<file path="src/rtl/qdec_pkg.sv">
package qdec_pkg;
  typedef enum logic [1:0] {
    RES_NONE = 2'b00,
    RES_X2   = 2'b01,
    RES_X4   = 2'b10,
    RES_X1   = 2'b11
  } res_e;
endpackage

</file>
<file path="src/rtl/qdec_sync.sv">
module qdec_sync #(
  parameter int W      = 2,
  parameter int STAGES = 2
) (
  input  logic         clk_i,
  input  logic         rst_ni,
  input  logic [W-1:0] d_i,
  output logic [W-1:0] q_o
);
  logic [W-1:0] stage_q [STAGES];
  logic [W-1:0] stage_d [STAGES];

  always_comb begin
    stage_d[0] = d_i;
    for (int i = 1; i < STAGES; i++) stage_d[i] = stage_q[i-1];
  end

  generate
    for (genvar g = 0; g < STAGES; g++) begin : g_stage
      always_ff @(posedge clk_i or negedge rst_ni) begin
        if (!rst_ni) stage_q[g] <= '0;
        else         stage_q[g] <= stage_d[g];
      end
    end
  endgenerate

  assign q_o = stage_q[STAGES-1];
endmodule

</file>
<file path="src/rtl/qdec_step.sv">
module qdec_step
  import qdec_pkg::*;
(
  input  logic       clk_i,
  input  logic       rst_ni,
  input  logic [1:0] ab_i,
  input  res_e       res_i,
  output logic       step_o,
  output logic       dir_o
);
  logic [1:0] prev_q;
  logic [1:0] chg;
  logic       step_d, step_q;
  logic       up_d;
  logic       dir_d, dir_q;

  always_comb begin
    chg    = prev_q ^ ab_i;
    up_d   = ab_i[1] ^ prev_q[0];
    step_d = 1'b0;
    unique case (res_i)
      RES_X4: step_d = ^chg;
      RES_X2: step_d = chg[1] & ~chg[0];
      RES_X1: begin
        step_d = chg[1] & ~chg[0] & ab_i[1];
        up_d   = ~ab_i[0];
      end
      default: step_d = 1'b0;
    endcase
    dir_d = step_d ? up_d : dir_q;
  end

  always_ff @(posedge clk_i or negedge rst_ni) begin
    if (!rst_ni) begin
      prev_q <= 2'b00;
      step_q <= 1'b0;
      dir_q  <= 1'b0;
    end else begin
      prev_q <= ab_i;
      step_q <= step_d;
      dir_q  <= dir_d;
    end
  end

  assign step_o = step_q;
  assign dir_o  = dir_q;

  assert_illegal_quiet_R6: assert property (@(posedge clk_i) disable iff (!rst_ni)
    (res_i == RES_NONE) |=> !step_o);

  assert_no_double_R7: assert property (@(posedge clk_i) disable iff (!rst_ni)
    (chg == 2'b11) |=> !step_o);

  assert_x2_a_only_R4: assert property (@(posedge clk_i) disable iff (!rst_ni)
    (res_i == RES_X2 && !chg[1]) |=> !step_o);
endmodule

</file>
<file path="src/rtl/qdec_counter.sv">
module qdec_counter #(
  parameter int CNT_W = 32
) (
  input  logic             clk_i,
  input  logic             rst_ni,
  input  logic             step_i,
  input  logic             up_i,
  output logic [CNT_W-1:0] count_o,
  output logic             pulse_o,
  output logic             carry_o
);
  localparam logic [CNT_W-1:0] ONE = {{(CNT_W-1){1'b0}}, 1'b1};

  logic [CNT_W-1:0] cnt_q, cnt_d;
  logic             wrap;
  logic             pulse_q, carry_q;

  always_comb begin
    wrap  = up_i ? (&cnt_q) : ~(|cnt_q);
    cnt_d = cnt_q;
    if (step_i) cnt_d = up_i ? cnt_q + ONE : cnt_q - ONE;
  end

  always_ff @(posedge clk_i or negedge rst_ni) begin
    if (!rst_ni) begin
      cnt_q   <= '0;
      pulse_q <= 1'b0;
      carry_q <= 1'b0;
    end else begin
      cnt_q   <= cnt_d;
      pulse_q <= step_i;
      carry_q <= step_i & wrap;
    end
  end

  assign count_o = cnt_q;
  assign pulse_o = pulse_q;
  assign carry_o = carry_q;

  assert_moves_on_pulse_R8: assert property (@(posedge clk_i) disable iff (!rst_ni)
    pulse_o |-> (count_o != $past(count_o)));

  assert_still_without_pulse_R8: assert property (@(posedge clk_i) disable iff (!rst_ni)
    !pulse_o |-> $stable(count_o));

  assert_cascade_with_step_R10: assert property (@(posedge clk_i) disable iff (!rst_ni)
    carry_o |-> pulse_o);

  assert_wrap_value_R11: assert property (@(posedge clk_i) disable iff (!rst_ni)
    carry_o |-> (count_o == '0 || count_o == '1));
endmodule

</file>
<file path="src/rtl/quad_step_counter.sv">
module quad_step_counter
  import qdec_pkg::*;
#(
  parameter int CNT_W       = 32,
  parameter int SYNC_STAGES = 2
) (
  input  logic             clk_i,
  input  logic             rst_ni,
  input  logic             chan_a_i,
  input  logic             chan_b_i,
  input  logic [1:0]       res_sel_i,
  output logic [CNT_W-1:0] count_o,
  output logic             step_pulse_o,
  output logic             dir_up_o,
  output logic             cascade_o
);
  logic       rst_sync_n;
  logic [1:0] ab_sync;
  logic       step, dir;

  qdec_sync #(.W(1), .STAGES(2)) i_rst_sync (
    .clk_i (clk_i),
    .rst_ni(rst_ni),
    .d_i   (1'b1),
    .q_o   (rst_sync_n)
  );

  qdec_sync #(.W(2), .STAGES(SYNC_STAGES)) i_chan_sync (
    .clk_i (clk_i),
    .rst_ni(rst_sync_n),
    .d_i   ({chan_a_i, chan_b_i}),
    .q_o   (ab_sync)
  );

  qdec_step i_step (
    .clk_i (clk_i),
    .rst_ni(rst_sync_n),
    .ab_i  (ab_sync),
    .res_i (res_e'(res_sel_i)),
    .step_o(step),
    .dir_o (dir)
  );

  qdec_counter #(.CNT_W(CNT_W)) i_counter (
    .clk_i  (clk_i),
    .rst_ni (rst_sync_n),
    .step_i (step),
    .up_i   (dir),
    .count_o(count_o),
    .pulse_o(step_pulse_o),
    .carry_o(cascade_o)
  );

  assign dir_up_o = dir;

  assert_dir_settled_R9: assert property (@(posedge clk_i) disable iff (!rst_sync_n)
    $rose(step_pulse_o) |-> $stable(dir_up_o));

  assert_reset_clear_R1: assert property (@(posedge clk_i)
    !rst_ni |-> (count_o == '0 && !step_pulse_o && !cascade_o));
endmodule

</file>
<file path="config.mk">
export PLATFORM = sky130hd
export DESIGN_NAME = quad_step_counter
export DESIGN_NICKNAME = d
export VERILOG_FILES = /design/src/rtl/qdec_pkg.sv /design/src/rtl/qdec_sync.sv /design/src/rtl/qdec_step.sv /design/src/rtl/qdec_counter.sv /design/src/rtl/quad_step_counter.sv
export SDC_FILE = /design/constraint.sdc
export NUM_CORES = 1
export LEC_CHECK = 0
export BUFFER_PORTS_ARGS = -buffer_cell sky130_fd_sc_hd__buf_2
export CORE_MARGIN = 5
export CORE_UTILIZATION = 40
export CTS_BUF_LIST = sky130_fd_sc_hd__clkbuf_8
export DETAILED_ROUTE_END_ITERATION = 8
export GPL_TIMING_DRIVEN = 0
export PLACE_DENSITY = 0.55
export RECOVER_POWER = 100
export SLEW_MARGIN = 20
export SYNTH_ARGS = -nofsm -noshare
export SYNTH_HDL_FRONTEND = slang
export SYNTH_SLANG_ARGS = --single-unit
</file>
<file path="constraint.sdc">
create_clock -name clk_i -period 1.6 [get_ports clk_i]
set_clock_uncertainty 0.05 [all_clocks]
set_input_delay 0.08 -clock clk_i [delete_from_list [all_inputs] [get_ports clk_i]]
set_output_delay 0.08 -clock clk_i [all_outputs]
set_load 0.02 [all_outputs]
</file>
# Yosys cells after proc, flatten, opt, wreduce, memory -nomap -nowiden
# Index checks and enable logic that the tools add are counted.
# totals
output_inout_bits	35
elab_cells	30
inputBits	6
register_bits	44
# classes
bitwise_logic	8
addsub	2
reduce_logical	3
muxes	4
n_eq_ne	3
# op_table
op	count
32-bit by 1-bit adder with 32-bit output, second input constant	1
32-bit two-way mux	1
32-bit AND reduction	1
32-bit OR reduction	1
32-bit by 1-bit subtractor with 32-bit output, second input constant	1
2-bit == test, second input constant	2
1-bit bitwise AND	3
1-bit NOT	3
1-bit case mux with 3 select lines	1
2-bit by 1-bit == test with 1-bit output, second input constant	1
1-bit two-way mux	2
2-bit parity	1
2-bit bitwise XOR	1
1-bit bitwise XOR	1

# Longest topological paths before layout
# Gate-level depths: netlist of the first run.
# depth
ltp_word	5
ltp_mapped	9
ltp_nobuf	8

# Hierarchy
# A second synthesis of the first run with hierarchy kept.
# unflattened
hier_cells	385
area_unflattened_um2	3590.9
# by_module_without_submodules
module	seq_area_each_um2	area_each_um2	cells_each	instances
qdec_counter	850.8	3220.6	363	1
qdec_step	100.1	216.5	15	1
qdec_sync (i_chan_sync)	100.1	100.1	4	1
qdec_sync (i_rst_sync)	50.0	50.0	2	1
quad_step_counter	0.0	3.8	1	1

# Least setup slack after synthesis of the first run
# No wires, ideal clock.
# synth_path
path_kind	register to register
from	register i_step.dir_q, in the netlist i_step.dir_o
to	register i_counter.cnt_q[31], in the netlist i_counter.count_o[31]
setup_time_ns	0.135
n_path_buf	0
synth_period_minus_slack_ns	3.096
slack_ns	-1.496
required_time_ns	1.415
t_arrival_ns	2.911
stages_incl_launch_ff	9
cell_sequence	dfrtp_1 -> inv_1 -> ha_1 -> a211o_1 -> a211o_4 -> a311oi_4 -> a211oi_1 -> a2111oi_2 -> nand4_1
# synth_between
elab_chain_len	1
# synth_rtl
element	line_no	text
start: declaration	qdec_step.sv:15	logic dir_d, dir_q;
start signal: assignment	qdec_step.sv:41	dir_q <= dir_d;
32-bit two-way mux	qdec_counter.sv:21	if (step_i) cnt_d = up_i ? cnt_q + ONE : cnt_q - ONE;
end signal: assignment	qdec_counter.sv:30	cnt_q <= cnt_d;
end: declaration	qdec_counter.sv:14	logic [CNT_W-1:0] cnt_q, cnt_d;
# No other way between the ends.
# A chain may end at the register's enable or synchronous reset.

# Worst setup path after layout of the first run
# layout_path
from	register i_step.dir_q, in the netlist i_step.dir_o
to	register i_counter.cnt_q[29], in the netlist i_counter.count_o[29]
# The elaborated chain is that of the path after synthesis.

==> out/metrics.csv, run 1 <==
metric,value,unit
maxSlewViolCount,0,
clk_path_buf_depth,2,
grt_max_degree,23,
synth_ff_type,dfrtp_1,
netlist_instances,448,
final_area,4730,µm²
synth_mux_area_share,6.33,%
synth_top_area_cell,dfrtp_1,
hold_ws,17.0,ps
hold_viol,0,
required,1800,ps
synth_compound_area_share,22.8,%
grt_pass1_wl,19300,µm
hp-class,primary input to async pin,
yosys.area_share.simple,23.1,%
die_h,107,µm
syn_area,3770,µm²
arrival,3000,ps
cp-end-kind,flop,
synthAdderAreaFrac,10.8,%
io_pins,41,
syn-num-nets,486,
yosysUniqueCellTypes,59,
drcViolationCount,0,
tightest_slew,650,ps
nets,554,
htree_levels,2,
yosys-top-cells-area,"dfrtp_1, ha_1, a21oi_1, nand2_1, mux2_2",
drive_above_1_share,24.8,%
status,"finished, violations left",
critPathKind,flop to flop,
routedWlPerCell,19.0,µm
synth_edf_count,0,
grt_pass1_vias,3754,
synth-async-reset-ratio,100,%
setup_ws,-1190,ps
port_buffers,40,
critPathLaunchType,flop,
period_minus_slack,2790,ps
syn_avg_cell_area,8.42,µm²
cts-root-buf,clkbuf_8,
cap_violations,0,
drt_pass1_iterations,5,
dp_hpwl,8430,µm
violations,negative setup slack,
placed_cells,600,
die-area,11500,µm²
min_period_over_period,175,%
rsz0062_at_grt,yes,
setup_viol,31,
core_area,9200,µm²
floorplan.initialDensity,41.0,%
max_freq,358,MHz
vias,3804,
grt_overflow,0,
synthXorXnorAreaFrac,4.64,%
syn_to_final_growth,25.3,%
yosys_warnings,0,
n_fill_cell,906,
diodes,0,
drtIter0Drc,149,
yosysSeqAreaShare,29.2,%
synth_top_area_share,29.2,%
instances_no_fill,628,
cts_sinks,44,
synth_top_family_by_area,simple AND/OR/NAND/NOR gates,
ys_top_cells_by_count,"nand2_1, dfrtp_1, a21oi_1",
ys_seq_elements,44,
clkTransAtPathRegs,90,ps
rows,35,
cp_max_fo,11,
gp_congestion,0.902,
cts_buffers,5,
max-slew-margin-rel,56.7,%
antenna_found_initial,0,
synth.most_common_cell,nand2_1,
place_ws,-2020,ps
cts_tree,built,
viasPerCell,6.06,
die_w,107,µm
grt_use_total,21.2,%
dpl_cell_area,4170,µm²
totalWireLength,11900,µm
final_antenna_net_count,0,
clock_latency,310,ps
-- final timing paths --
check / startpoint / endpoint / slack (ps) / cells after the start
max: i_step.dir_o / i_counter.count_o[29] / -1190 / 9
min: rst_ni / i_rst_sync.q_o / 20 / 2
max reg2reg: i_step.dir_o / i_counter.count_o[29] / -1190 / 9
min reg2reg: i_rst_sync.q_o / i_chan_sync.q_o[0] / 190 / 0
max in group asynchronous: i_rst_sync.q_o / i_counter.count_o[16] / 390 / 1
min in group clk_i: res_sel_i[1] / i_step.step_o / 50 / 3
-- sequential cells by signal, indices dropped and copies added, names as in the netlist --
name and count:
i_step.prev_q 2, i_rst_sync.stage_d 1, i_chan_sync.q_o 2, i_counter.count_o 32, i_step.dir_o 1, i_counter.pulse_o 1, i_step.step_o 1, i_chan_sync.stage_d 2
i_counter.carry_o 1, i_rst_sync.q_o 1
-- stage by stage --
stage | TNS (ps) | utilization (%)
3_5_place_dp | -48290 | 45.3
6_report | -26520 | 51.4
5_1_grt | -30100 | 51.4
3_3_place_gp | -64220 | 45.0
4_1_cts | -25960 | 51.2
2_1_floorplan | -31870 | -
-- cells in the final DEF, fill, tap and decap left out, drive strengths merged, types with 5 or more instances in the layout --
cell type,netlist,final
nor2,31,31
buf,4,37
a22oi,5,5
nand2,53,53
inv,8,7
xnor2,11,11
xor2,9,9
nand4,20,20
a21o,9,9
o21ai,17,17
dfrtp,44,44
clkbuf,18,47
nor4,11,11
mux2,15,15
o211ai,9,9
nand3,18,18
and3,7,7
a211oi,8,8
a21oi,41,41
ha,31,31
mux2i,7,7
a31oi,6,6
nor3,12,12
-- kinds of logic after synthesis --
family	count (synthesis)
compound gates	124
xor+xnor	20
mux	22
fa+ha+maj	32
simple gates	175
flops	44
other cells	1
buf+inv	30
-- layer usage --
layer,share of wire (%),wire [µm],global-route usage [%]
met1,45,5380,27.9
met2,48,5750,36.3
met3,4.0,472,1.99
met4,2.8,330,7.31
met5,0,0,0
-- worst max-delay path, stage by stage, from the launching register on --
cell        delay, ps
dfrtp_2           470
clkinvlp_4        150
buf_12            160
ha_1              370
o211a_1           210
a211o_4           190
nand4bb_2         210
a211o_1           400
a2111o_1          440
nand3_1            80
-- repair_timing --
item | 4_1_cts | 5_1_grt
buffers inserted | 25 | 3
gates cloned | 1 | 0
pin swaps | 21 | 11
hold buffers | 4 | 0
gates resized for setup | 61 | 17
endpoints found under the setup margin | 34 | 32
endpoints found under the hold margin | 5 | 0
-- area by class of cell --
type | count | area, µm² | area share (%)
multi-input combinational | 374 | 2860 | 60.6
buffer | 9 | 53.8 | 1.14
timing repair inverter | 1 | 7.51 | 0.159
inverter | 8 | 33.8 | 0.714
clock inverter | 2 | 15.0 | 0.318
tap | 111 | 139 | 2.94
timing repair buffer | 73 | 429 | 9.08
clock buffer | 6 | 82.6 | 1.75
sequential | 44 | 1100 | 23.3
Power of run 1 is left out: the tool's default activity adds up to more than one toggle a clock period on the data nets, which glitch-free logic cannot reach.
==> inputs of run 2 (changes only) <==
ABC_AREA = 1   (was not set)
==> run 2 against run 1 <==
  * The run still ends with negative setup slack left
  * Register-to-register slack improved by 570 ps
  * Count of clock-buffer cells in the layout fell by 1
  * Cell area rose by 26%
  * Final cell count rose by 42%
  * Routed wire length rose by 11%
  * Non-clock buffer count rose by 3
  * Hold slack got worse by 0.66 ps
  * Synthesized area rose by 7.7%
  * Sequential share of layout area fell by 4.8 points
  * Sequential cell count did not move
  * Synthesized cell count rose by 50%
  * Critical endpoint is now i_counter.count_o[14]
==> out/metrics.csv, run 2 <==
metric,value,unit
cts_sinks,44,
routedWlPerCell,14.9,µm
rr_startpoint,i_step.dir_o,
yosysUniqueCellTypes,34,
min_period_over_period,139,%
status,"finished, violations left",
drtIter0Drc,187,
violations,negative setup slack,
netlist_instances,670,
largest_register_ffs,32,
place_ws,-1330,ps
grt_pass1_wl,21000,µm
critPathKind,flop to flop,
ff_latch_area,1100,µm²
cts-root-buf,clkbuf_8,
grt_overflow,0,
setup.worst_path.start,i_step.dir_o,
rsz0062_at_grt,yes,
dp_hpwl,9370,µm
synth.most_common_cell,nand2_1,
rows,36,
cts_tree,built,
floorplan.initialDensity,41.4,%
required,1740,ps
drt_pass1_iterations,5,
syn_to_final_growth,47.0,%
ys_top_cells_by_count,"nand2_1, inv_1, nor2_1",
maxSlewViolCount,0,
antenna_found_initial,0,
yosysSeqAreaShare,27.1,%
cp_max_fo,8,
final_common_cell,nand2_1,
yosys-top-cells-area,"dfrtp_1, nand2_1, inv_1, ha_1, nand3_1",
vias,4405,
arrival,2360,ps
drcViolationCount,0,
hp-class,primary input to flop,
n_fill_cell,897,
reg2reg_slack,-620,ps
synth_edf_count,0,
die-area,12300,µm²
max_freq,450,MHz
synth_top_area_share,27.1,%
cts_buffers,5,
yosys_warnings,0,
setup_viol,31,
drive_above_1_share,36.1,%
final_antenna_net_count,0,
setup_ws,-623,ps
viasPerCell,4.94,
grt_max_degree,31,
cp-end-kind,flop,
hold_viol,0,
hold_path_startpoint,res_sel_i[1],
gp_congestion,0.944,
layout_common_cells,"nand2_1, inv_1, nand2_2",
syn_area,4060,µm²
grt_use_total,20.9,%
clock_latency,320,ps
syn_avg_cell_area,6.06,µm²
synth-async-reset-ratio,100,%
syn-num-nets,708,
min_to,i_step.step_o,
die_w,111,µm
nets,795,
grt_pass1_vias,4215,
cap_violations,0,
totalWireLength,13300,µm
die_h,111,µm
r2r-end,i_counter.count_o[14],
clkTransAtPathRegs,90,ps
core_area,9820,µm²
synth_top_area_cell,dfrtp_1,
max-slew-margin-rel,53.5,%
htree_levels,2,
tightest_slew,698,ps
critPathLaunchType,flop,
diodes,0,
io_pins,41,
synth_ff_type,dfrtp_1,
clk_path_buf_depth,2,
period_minus_slack,2220,ps
multiInputGateArea,3480,µm²
ys_seq_elements,44,
port_buffers,40,
hold_depth,3,
r2r.worst_path.cells,12,
[run 2: timing repair]
item	in CTS	in global routing
hold buffers	5	0
hold endpoints to repair	5	0
buffers inserted	18	14
endpoints found under the setup margin	32	33
pin swaps	6	45
resized for setup	114	112
gates cloned	1	1
[run 2: area by class of cell]
class / instances / share of cell area (%)
sequential: 44 / 18.5
clock inverter: 3 / 0.775
multi-input combinational: 500 / 58.3
inverter: 120 / 7.65
clock buffer: 5 / 1.15
timing repair inverter: 1 / 0.126
buffer: 6 / 0.398
tap: 133 / 2.79
timing repair buffer: 79 / 10.3
[run 2: worst max-delay path: stages, from the launching register on]
cell and delay (ps):
dfrtp_2 450, clkinvlp_4 190, buf_12 200, ha_4 270
nand2_2 100, inv_2 60, nand2_1 120, nand2_2 90
a21oi_2 160, nand2_4 100, buf_6 130, xnor2_2 100
o21ai_1 60
[run 2: per-layer routing]
metal	vias up	GRT usage, %	wire length, µm
li1	2247	-	-
met1	2057	29.2	6330
met2	83	33.3	6150
met3	18	3.06	527
met4	0	6.24	265
met5	-	0	0
[run 2: how the worst max path moves through the flow]
stage / endpoint / slack (ps)
after floorplan: i_counter.count_o[12] / -840
after CTS: i_counter.count_o[30] / -560
after detailed placement: i_counter.count_o[12] / -1330
final: i_counter.count_o[14] / -620
after global routing: i_counter.count_o[29] / -720
after global placement: i_counter.count_o[12] / -1330
[run 2: logic make-up after synthesis]
kind of cell | count (synthesis) | share of synthesized area (%)
AOI/OAI and AO/OA | 46 | 6.16
and+or+nand+nor | 405 | 41.5
other | 1 | 0.0923
adders and majority gates | 32 | 10.0
DFF | 44 | 27.1
buffers and inverters | 126 | 11.7
xor gates and xnor gates | 16 | 3.45
[run 2: per-stage QoR]
step           std cells  area (µm²)  hold WS, ps  util [%]  TNS [ps]
2_1_floorplan        670        4120         -266         -    -20350
3_3_place_gp         843        4490         -186      45.7    -48910
3_5_place_dp         844        4510         -184      45.9    -33620
4_1_cts              876        5440         26.3      55.4    -12970
5_1_grt              891        5970         14.5      60.8    -18360
6_report             891        5970         16.3      60.8    -14880
Power of run 2 is left out for the same reason.
